[config.mk]
export PLATFORM = sky130hd
export DESIGN_NAME = mdio_master
export DESIGN_NICKNAME = d
export VERILOG_FILES = /design/src/rtl/mdio_pkg.sv /design/src/rtl/mdio_clkgen.sv /design/src/rtl/mdio_engine.sv /design/src/rtl/mdio_master.sv
export SDC_FILE = /design/constraint.sdc
export NUM_CORES = 1
export LEC_CHECK = 0
export BUFFER_PORTS_ARGS = -buffer_cell sky130_fd_sc_hd__buf_4
export CAP_MARGIN = 5
export CORE_UTILIZATION = 44
export CTS_CLUSTER_SIZE = 30
export DETAILED_ROUTE_END_ITERATION = 6
export PLACE_DENSITY = 0.61
export SYNTH_ARGS = -nofsm -noshare
export SYNTH_HDL_FRONTEND = slang
export SYNTH_SLANG_ARGS = --single-unit
[constraint.sdc]
create_clock -name clk_i -period 5.3 [get_ports clk_i]
set_input_delay 0.53 -clock clk_i [delete_from_list [all_inputs] [get_ports clk_i]]
set_output_delay 0.53 -clock clk_i [all_outputs]
set_load 0.1 [all_outputs]
[src/rtl/mdio_pkg.sv]
package mdio_pkg;
  localparam int PRE_W   = 32;
  localparam int FRAME_W = 32;
  localparam int DATA_W  = 16;
  localparam int ADDR_W  = 5;
  localparam int BIT_W   = $clog2(PRE_W + FRAME_W);
  // frame positions counted from the end of the preamble
  localparam int POS_TA1 = 14;
  localparam int POS_TA2 = 15;
  localparam int POS_DAT = 16;

  typedef enum logic [1:0] {
    CSR_CFG  = 2'd0,
    CSR_WDAT = 2'd1,
    CSR_CMD  = 2'd2,
    CSR_RDAT = 2'd3
  } csr_sel_e;

  function automatic logic [FRAME_W-1:0] build_frame(
      input logic c45, input logic [1:0] opc,
      input logic [ADDR_W-1:0] prt, input logic [ADDR_W-1:0] rga,
      input logic [DATA_W-1:0] dat);
    logic [1:0] st, op;
    st = c45 ? 2'b00 : 2'b01;
    op = c45 ? opc : (opc[0] ? 2'b10 : 2'b01);
    return {st, op, prt, rga, 2'b10, dat};
  endfunction
endpackage

[src/rtl/mdio_clkgen.sv]
module mdio_clkgen #(
  parameter int DIV_W = 8
) (
  input  logic             clk_i,
  input  logic             rst_ni,
  input  logic             run_i,
  input  logic [DIV_W-1:0] half_i,
  output logic             mdc_o,
  output logic             rise_o,
  output logic             fall_o
);
  logic [DIV_W-1:0] cnt_q, hp;
  logic mdc_q, tick;

  assign hp     = (half_i == '0) ? DIV_W'(1) : half_i;
  assign tick   = run_i && (cnt_q == hp - DIV_W'(1));
  assign rise_o = tick && !mdc_q;
  assign fall_o = tick && mdc_q;
  assign mdc_o  = mdc_q;

  always_ff @(posedge clk_i or negedge rst_ni) begin
    if (!rst_ni) begin
      cnt_q <= '0;
      mdc_q <= 1'b0;
    end else if (!run_i) begin
      cnt_q <= '0;
      mdc_q <= 1'b0;
    end else if (tick) begin
      cnt_q <= '0;
      mdc_q <= ~mdc_q;
    end else begin
      cnt_q <= cnt_q + DIV_W'(1);
    end
  end
endmodule

[src/rtl/mdio_engine.sv]
module mdio_engine
  import mdio_pkg::*;
(
  input  logic               clk_i,
  input  logic               rst_ni,
  input  logic               start_i,
  input  logic               pre_en_i,
  input  logic               is_rd_i,
  input  logic [FRAME_W-1:0] frame_i,
  input  logic               rise_i,
  input  logic               fall_i,
  input  logic               mdio_i,
  output logic               busy_o,
  output logic               done_o,
  output logic               ta_ok_o,
  output logic [DATA_W-1:0]  rx_o,
  output logic               mdio_o,
  output logic               mdio_oe_o
);
  localparam logic [BIT_W-1:0] LAST    = BIT_W'(PRE_W + FRAME_W - 1);
  localparam logic [BIT_W-1:0] REL_IDX = BIT_W'(PRE_W + POS_TA1);
  localparam logic [BIT_W-1:0] TA2_IDX = BIT_W'(PRE_W + POS_TA2);
  localparam logic [BIT_W-1:0] DAT_IDX = BIT_W'(PRE_W + POS_DAT);

  logic               busy_q, done_q, rd_q, ta_err_q;
  logic [BIT_W-1:0]   idx_q;
  logic [FRAME_W-1:0] frame_q;
  logic [DATA_W-1:0]  rx_q;

  always_ff @(posedge clk_i or negedge rst_ni) begin
    if (!rst_ni) begin
      busy_q   <= 1'b0;
      done_q   <= 1'b0;
      rd_q     <= 1'b0;
      ta_err_q <= 1'b0;
      idx_q    <= '0;
      frame_q  <= '0;
      rx_q     <= '0;
    end else begin
      done_q <= 1'b0;
      if (start_i && !busy_q) begin
        busy_q   <= 1'b1;
        rd_q     <= is_rd_i;
        ta_err_q <= 1'b0;
        frame_q  <= frame_i;
        rx_q     <= '0;
        idx_q    <= pre_en_i ? '0 : BIT_W'(PRE_W);
      end else if (busy_q) begin
        if (rise_i && rd_q) begin
          if (idx_q == TA2_IDX && mdio_i) ta_err_q <= 1'b1;
          if (idx_q >= DAT_IDX) rx_q <= {rx_q[DATA_W-2:0], mdio_i};
        end
        if (fall_i) begin
          if (idx_q == LAST) begin
            busy_q <= 1'b0;
            done_q <= 1'b1;
          end else begin
            idx_q <= idx_q + BIT_W'(1);
          end
        end
      end
    end
  end

  // preamble bits have idx below PRE_W; frame bit index counts down from MSB
  assign mdio_o    = !busy_q || (idx_q < BIT_W'(PRE_W)) ||
                     frame_q[~idx_q[$clog2(FRAME_W)-1:0]];
  assign mdio_oe_o = busy_q && !(rd_q && idx_q >= REL_IDX);
  assign busy_o    = busy_q;
  assign done_o    = done_q;
  assign ta_ok_o   = !ta_err_q;
  assign rx_o      = rx_q;
endmodule

[src/rtl/mdio_master.sv]
module mdio_master
  import mdio_pkg::*;
#(
  parameter int DIV_W = 8
) (
  input  logic        clk_i,
  input  logic        rst_ni,
  input  logic        csr_we_i,
  input  logic [1:0]  csr_addr_i,
  input  logic [31:0] csr_wdata_i,
  output logic [31:0] csr_rdata_o,
  output logic        mdc_o,
  output logic        mdio_o,
  output logic        mdio_oe_o,
  input  logic        mdio_i
);
  localparam int HALF_LSB = 8;

  logic              cfg_c45_q, cfg_pre_q;
  logic [DIV_W-1:0]  cfg_half_q;
  logic [DATA_W-1:0] wdat_q, rdat_q;
  logic              wr_pend_q, rd_pend_q, rd_valid_q;

  logic eng_busy, eng_done, eng_ta_ok, rise, fall, launch, cmd_rd;
  logic [DATA_W-1:0]  eng_rx;
  logic [FRAME_W-1:0] frame;
  csr_sel_e sel;

  assign sel    = csr_sel_e'(csr_addr_i);
  assign cmd_rd = cfg_c45_q ? csr_wdata_i[1] : csr_wdata_i[0];
  assign launch = csr_we_i && sel == CSR_CMD && !eng_busy && !wr_pend_q && !rd_pend_q;
  assign frame  = build_frame(cfg_c45_q, csr_wdata_i[1:0], csr_wdata_i[12:8],
                              csr_wdata_i[20:16], cmd_rd ? '1 : wdat_q);

  always_ff @(posedge clk_i or negedge rst_ni) begin
    if (!rst_ni) begin
      cfg_c45_q  <= 1'b0;
      cfg_pre_q  <= 1'b0;
      cfg_half_q <= '0;
      wdat_q     <= '0;
      rdat_q     <= '0;
      wr_pend_q  <= 1'b0;
      rd_pend_q  <= 1'b0;
      rd_valid_q <= 1'b0;
    end else begin
      if (csr_we_i && sel == CSR_CFG) begin
        cfg_c45_q  <= csr_wdata_i[0];
        cfg_pre_q  <= csr_wdata_i[1];
        cfg_half_q <= csr_wdata_i[HALF_LSB +: DIV_W];
      end
      if (csr_we_i && sel == CSR_WDAT) wdat_q <= csr_wdata_i[DATA_W-1:0];
      if (launch) begin
        if (cmd_rd) begin
          rd_pend_q  <= 1'b1;
          rd_valid_q <= 1'b0;
        end else begin
          wr_pend_q <= 1'b1;
        end
      end else if (eng_done) begin
        if (rd_pend_q) begin
          rd_pend_q  <= 1'b0;
          rd_valid_q <= eng_ta_ok;
          rdat_q     <= eng_rx;
        end else begin
          wr_pend_q <= 1'b0;
        end
      end
    end
  end

  always_comb begin
    csr_rdata_o = '0;
    unique case (sel)
      CSR_CFG: begin
        csr_rdata_o[0] = cfg_c45_q;
        csr_rdata_o[1] = cfg_pre_q;
        csr_rdata_o[HALF_LSB +: DIV_W] = cfg_half_q;
      end
      CSR_WDAT: csr_rdata_o = {15'd0, wr_pend_q, wdat_q};
      CSR_RDAT: csr_rdata_o = {14'd0, rd_pend_q, rd_valid_q, rdat_q};
      default:  csr_rdata_o = '0;
    endcase
  end

  mdio_clkgen #(.DIV_W(DIV_W)) i_clkgen (
    .clk_i  (clk_i),
    .rst_ni (rst_ni),
    .run_i  (eng_busy),
    .half_i (cfg_half_q),
    .mdc_o  (mdc_o),
    .rise_o (rise),
    .fall_o (fall)
  );

  mdio_engine i_engine (
    .clk_i     (clk_i),
    .rst_ni    (rst_ni),
    .start_i   (launch),
    .pre_en_i  (cfg_pre_q),
    .is_rd_i   (cmd_rd),
    .frame_i   (frame),
    .rise_i    (rise),
    .fall_i    (fall),
    .mdio_i    (mdio_i),
    .busy_o    (eng_busy),
    .done_o    (eng_done),
    .ta_ok_o   (eng_ta_ok),
    .rx_o      (eng_rx),
    .mdio_o    (mdio_o),
    .mdio_oe_o (mdio_oe_o)
  );
endmodule

==> results of run 1 <==
==> power by group <==
part,switching (mW),internal [mW]
clock network,0.303,0.321
logic,0.381,0.224
registers,0.139,0.936
==> cell families after synthesis <==
family | after synthesis | share of synthesized area [%]
compound gates | 74 | 8.49
xor+xnor | 17 | 3.04
fa+ha+maj | 3 | 0.701
buf+inv | 49 | 4.46
flops | 109 | 51.0
mux | 73 | 16.5
other cells | 1 | 0.0701
simple gates | 184 | 15.8
==> metrics by stage <==
step                      area [µm²]  hold slack, ns  setup slack, ns  util, %
after floorplan                 5400           0.234             1.34        -
after detailed placement        5730           0.454             1.65     49.4
final                           6000           0.218             1.66     51.7
after CTS                       6000           0.248             1.63     51.7
after global placement          5730           0.447             1.71     49.4
after global routing            6000           0.288             1.29     51.7
==> flip-flops by register name, summed over array words and instances (netlist names), 6 cells and up <==
name	cells
cfg_half_q	8
i_clkgen.cnt_q	8
i_engine.frame_q	30
i_engine.idx_q	6
i_engine.rx_o	16
rdat_q	16
wdat_q	16
==> routing by layer <==
metal,GRT usage (%),vias to the layer above
li1,-,1781
met1,28.0,1890
met2,31.0,73
met3,3.94,9
met4,4.71,0
met5,0,-
==> area by class of cell <==
class | count | area (µm²) | area share [%]
flip-flops and latches | 109 | 2730 | 45.4
clock inverters | 6 | 47.5 | 0.792
multi-input cells | 365 | 2430 | 40.6
clock buffers | 9 | 225 | 3.75
repair buffers | 50 | 375 | 6.25
well taps | 143 | 179 | 2.98
inverters | 4 | 15.0 | 0.250
==> Yosys cell counts, types with 2 or more instances <==
master     number  area share (%)
nand2_1       112             7.9
dfrtp_1       109              51
o21ai_0        47             4.4
mux2_2         42             8.8
clkbuf_1       26             1.8
mux2i_1        23             4.3
nor2_1         15             1.1
buf_4          14             2.0
nand3_1        14             1.3
xor2_1          9             1.5
and3_1          8            0.94
mux4_2          8             3.4
nor2b_1         8            0.94
xnor2_1         7             1.1
and2_1          6            0.70
a21oi_1         5            0.47
inv_1           4            0.28
buf_1           3            0.21
ha_1            3            0.70
nand3b_1        3            0.42
o211ai_1        3            0.42
o21ai_1         3            0.28
buf_2           2            0.19
nor3_1          2            0.19
nor3b_1         2            0.28
nor4_1          2            0.23
o2111ai_1       2            0.33
o31ai_1         2            0.28
or2_2           2            0.23
or4_1           2            0.28
==> worst max path at each step <==
stage,depth (start not counted),start,to
detailed placement,9,cfg_half_q[3],i_engine.rx_o[11]
floorplan,4,csr_addr_i[0],csr_rdata_o[0]
CTS,9,cfg_half_q[3],i_engine.rx_o[11]
global route,9,cfg_half_q[3],i_engine.rx_o[13]
global placement,9,cfg_half_q[3],i_engine.rx_o[12]
finish,9,cfg_half_q[3],i_engine.rx_o[11]
==> worst register-to-register path, cell delays in order, from the launching register on <==
cell and delay [ns]:
dfrtp_1 0.48, or4_4 0.61, nor4_1 0.18, nor2_1 0.07
ha_1 0.21, nor3b_2 0.18, a21o_1 0.20, a211oi_2 0.37
o2111a_1 0.94, o21ai_0 0.25
==> results_dict.tcl, run 1 <==
set metrics [dict create \
    status "finished, violations left" \
    violations "design-rule violations" \
    vias 3753 \
    dieArea_um2 12600 \
    dp_hpwl_um 7830 \
    synth_cell_types 52 \
    synth_edf_count 0 \
    p_total_mw 2.30 \
    totalWireLength_um 11400 \
    placedCellCount 671 \
    insertion_delay_ns 0.35 \
    cts_resized 0 \
    initial_core_util_pct 46.1 \
    layout_commonest_cell "nand2_1" \
    cts_tree "built" \
    top_layer "met4" \
    min_path_type "in2async" \
    met1_length_um 5490 \
    avgRoutedWirePerCell_um 16.6 \
    fin_crit_sh_pct 68.6 \
    fin_setup_tns_ns 0 \
    arrival_ns 3.82 \
    maxSlewViolCount 0 \
    async_flop_share_pct 100 \
    r2r_slack_ns 1.66 \
    synthToLayoutAreaGrowth_pct 12.2 \
    worst_pin_slew_ns 1.09 \
    dieHeight_um 112 \
    post_layout_nonfiller_instances 686 \
    io_pins 73 \
    cp_slowest_cell "o2111a_1" \
    ir_worst_vdd_mv 0.232 \
    fmax_ghz 0.275 \
    cts_setup_buffers 0 \
    place.port_buffers 47 \
    dr.pass1.iters 7 \
    timing.rr.start "cfg_half_q[3]" \
    yosysSeqAreaShare_pct 51.0 \
    leakage_nw 2.87 \
    critPathKind "reg2reg" \
    synth_area_um2 5350 \
    synthCells 510 \
    grt_max_degree 58 \
    critPathBufInv 0 \
    cts-root-buf "clkbuf_16" \
    start_kind "register" \
    cts_hold_buffers 0 \
    path_cells "or4_4 > nor4_1 > nor2_1 > ha_1 > nor3b_2 > a21o_1 > a211oi_2 > o2111a_1 > o21ai_0" \
    power_density_nw_per_um2 384 \
    grt_pass1_vias 3689 \
    cts.htree.levels 3 \
    final_cell_mix "nand2_1, dfrtp_1, buf_4, o21ai_0, mux2_2" \
    rows 39 \
    grt_pass1_wl_um 19300 \
    cap_violations 0 \
    worst-path-max-fanout 32 \
    endpoint_kind "register" \
    gp_congestion 0.755 \
    route.met3.wl_um 396 \
    ant_nets 0 \
    overflow 0 \
    cts_buffers 9 \
    route.detailed.drc 4 \
    wl_met2_um 5410 \
    clkTransAtPathRegs_ns 0.07 \
    slew_headroom_pct 27.2 \
    hold_violations 0 \
    crit_family "compound AO/OA/AOI/OAI gates" \
    r2r-end "i_engine.rx_o[11]" \
    nNetsFinal 580 \
    drtIter0Drc 233 \
    reg2reg_depth 9 \
    cpPeakStageDelay_ns 0.94 \
    final-setup-viol-count 0 \
    track_usage_pct 19.6 \
    fillCellCount 1074 \
    ys_ff_latch 109 \
    skew_ns 0.0108 \
    antenna_found_initial 0 \
    yosys_warnings 0 \
    routed_via_density 5.47 \
    die_x_um 112 \
    clk_path_buf_depth 2 \
    clock_sinks 109 \
    synth_area_per_cell_um2 10.5 \
    drive_gt1_share_pct 22.5 \
    required_ns 5.48 \
    diodes 0 \
    synth_flop_cell "dfrtp_1" \
    rsz0062_at_grt "no" \
    core-area_um2 11600 \
    period_needed_ns 3.64 \
]
(Power assumes the default switching activity.)
==> run 2, diff against run 1 <==
Settings changed: PLACE_DENSITY 0.61 to 0.63.
Clock period 5.3 ns to 3.3 ns, I/O delays scaled along.
==> run 2 against run 1 <==
Net effect: the run still ends with design-rule violations left; setup slack got worse by 1.4 ns; register-to-register slack got worse by 1.4 ns; die area unchanged; global-route usage increased by 0.17 points; critical path depth decreased by 4; sequential power increased by 59%; first-iteration DRC count decreased by 17%; non-clock buffer count increased by 9; largest cell class unchanged; largest power group unchanged; highest routed layer unchanged.
==> results_dict.tcl, run 2 (synthesis results as in run 1) <==
set metrics [dict create \
    status "finished, violations left" \
    violations "design-rule violations" \
    clk_path_buf_depth 2 \
    grt_pass1_wl_um 19500 \
    skew_ns 0.00978 \
    place.port_buffers 47 \
    ir_worst_vdd_mv 0.382 \
    vias 3742 \
    largest-register "i_engine.frame_q" \
    cts-root-buf "clkbuf_16" \
    cts_tree "built" \
    fmax_ghz 0.325 \
    r2r_slack_ns 0.26 \
    dieArea_um2 12600 \
    totalWireLength_um 11400 \
    worst_pin_slew_ns 0.875 \
    crit_start "i_engine.idx_q[0]" \
    hold_violations 0 \
    cts_buffers 9 \
    reg2reg_depth 11 \
    dpl-instance-area_um2 5810 \
    cts_setup_buffers 0 \
    insertion_delay_ns 0.35 \
    period_needed_ns 3.07 \
    route.detailed.drc 6 \
    synthToLayoutAreaGrowth_pct 14.2 \
    leakage_nw 2.93 \
    drive_gt1_share_pct 23.9 \
    crit_end "mdio_o" \
    core-area_um2 11600 \
    dp_hpwl_um 7940 \
    maxSlewViolCount 0 \
    clkTransAtPathRegs_ns 0.07 \
    power_density_nw_per_um2 618 \
    gp_congestion 0.760 \
    initial_core_util_pct 46.1 \
    grt_pass1_vias 3771 \
    layout_commonest_cell "nand2_1" \
    final-setup-viol-count 0 \
    die_x_um 112 \
    antenna_found_initial 0 \
    rsz0062_at_grt "no" \
    grt_max_degree 68 \
    fin_crit_sh_pct 93.2 \
    r2r-end "i_engine.idx_q[0]" \
    dieHeight_um 112 \
    routed_via_density 5.38 \
    worst-path-max-fanout 15 \
    clock_sinks 109 \
    final_cell_mix "nand2_1, dfrtp_1, buf_4, o21ai_0, mux2_2" \
    rows 39 \
    fin_setup_tns_ns 0 \
    nNetsFinal 589 \
    arrival_ns 2.74 \
    io_pins 73 \
    avgRoutedWirePerCell_um 16.4 \
    slew_headroom_pct 41.7 \
    cap_violations 0 \
    min_path_type "in2async" \
    largest_register_ffs 30 \
    ant_nets 0 \
    diodes 0 \
    p_total_mw 3.78 \
    overflow 0 \
    dr.pass1.iters 7 \
    start_kind "register" \
    cts.htree.levels 3 \
    endpoint_kind "output pin" \
    track_usage_pct 19.8 \
    required_ns 2.97 \
    critPathKind "reg2out" \
    finalInstanceArea_um2 6110 \
    drtIter0Drc 193 \
    timing.rr.start "cfg_half_q[3]" \
]
run 2: metal layers:
metal	wire length [µm]	part of all wire, %	global-route usage, %	vias to the layer above
li1	-	-	-	1803
met1	5420	47	27.5	1862
met2	5330	47	31.0	69
met3	598	5.2	6.26	8
met4	96	0.84	3.47	0
met5	0	0	0	-
run 2: layout make-up:
cell class	instances	area (µm²)
well taps	143	179
clock buffers	10	239
flip-flops and latches	109	2730
multi-input cells	365	2440
inverters	4	15.0
fillers	1068	5500
clock inverters	6	55.1
repair buffers	59	455
run 2: how the worst min path moves through the flow:
stage / to / cells past startpoint
6_report: i_engine.frame_q[23] / 1
2_1_floorplan: cfg_c45_q / 0
5_1_grt: i_engine.frame_q[23] / 1
3_3_place_gp: i_engine.frame_q[0] / 2
3_5_place_dp: i_engine.frame_q[0] / 2
4_1_cts: wdat_q[4] / 1
run 2: power by group:
group / leakage, nW / switching, mW / internal (mW)
Combinational: 1.44 / 0.635 / 0.376
Clock: 0.142 / 0.509 / 0.545
Sequential: 1.34 / 0.212 / 1.50
run 2: metrics by stage:
step	instances	worst slack [ns]	hold WS, ns	utilization (%)
after CTS	696	0.186	0.128	52.6
after global placement	680	0.286	0.449	50.0
final	696	0.226	0.0989	52.6
after detailed placement	680	0.216	0.455	50.0
after global routing	696	0.0470	0.167	52.6
after floorplan	523	0.00179	0.0344	-
run 2: timing repair:
action	CTS	global route
gates resized for setup	0	1
hold buffers	0	0
setup endpoints to repair	0	1
run 2: critical path: stages, from the launching register on:
cell and delay [ns]:
dfrtp_1 0.80, mux4_2 0.62, mux4_2 0.47, mux2i_1 0.16, nand3_1 0.10, buf_4 0.26
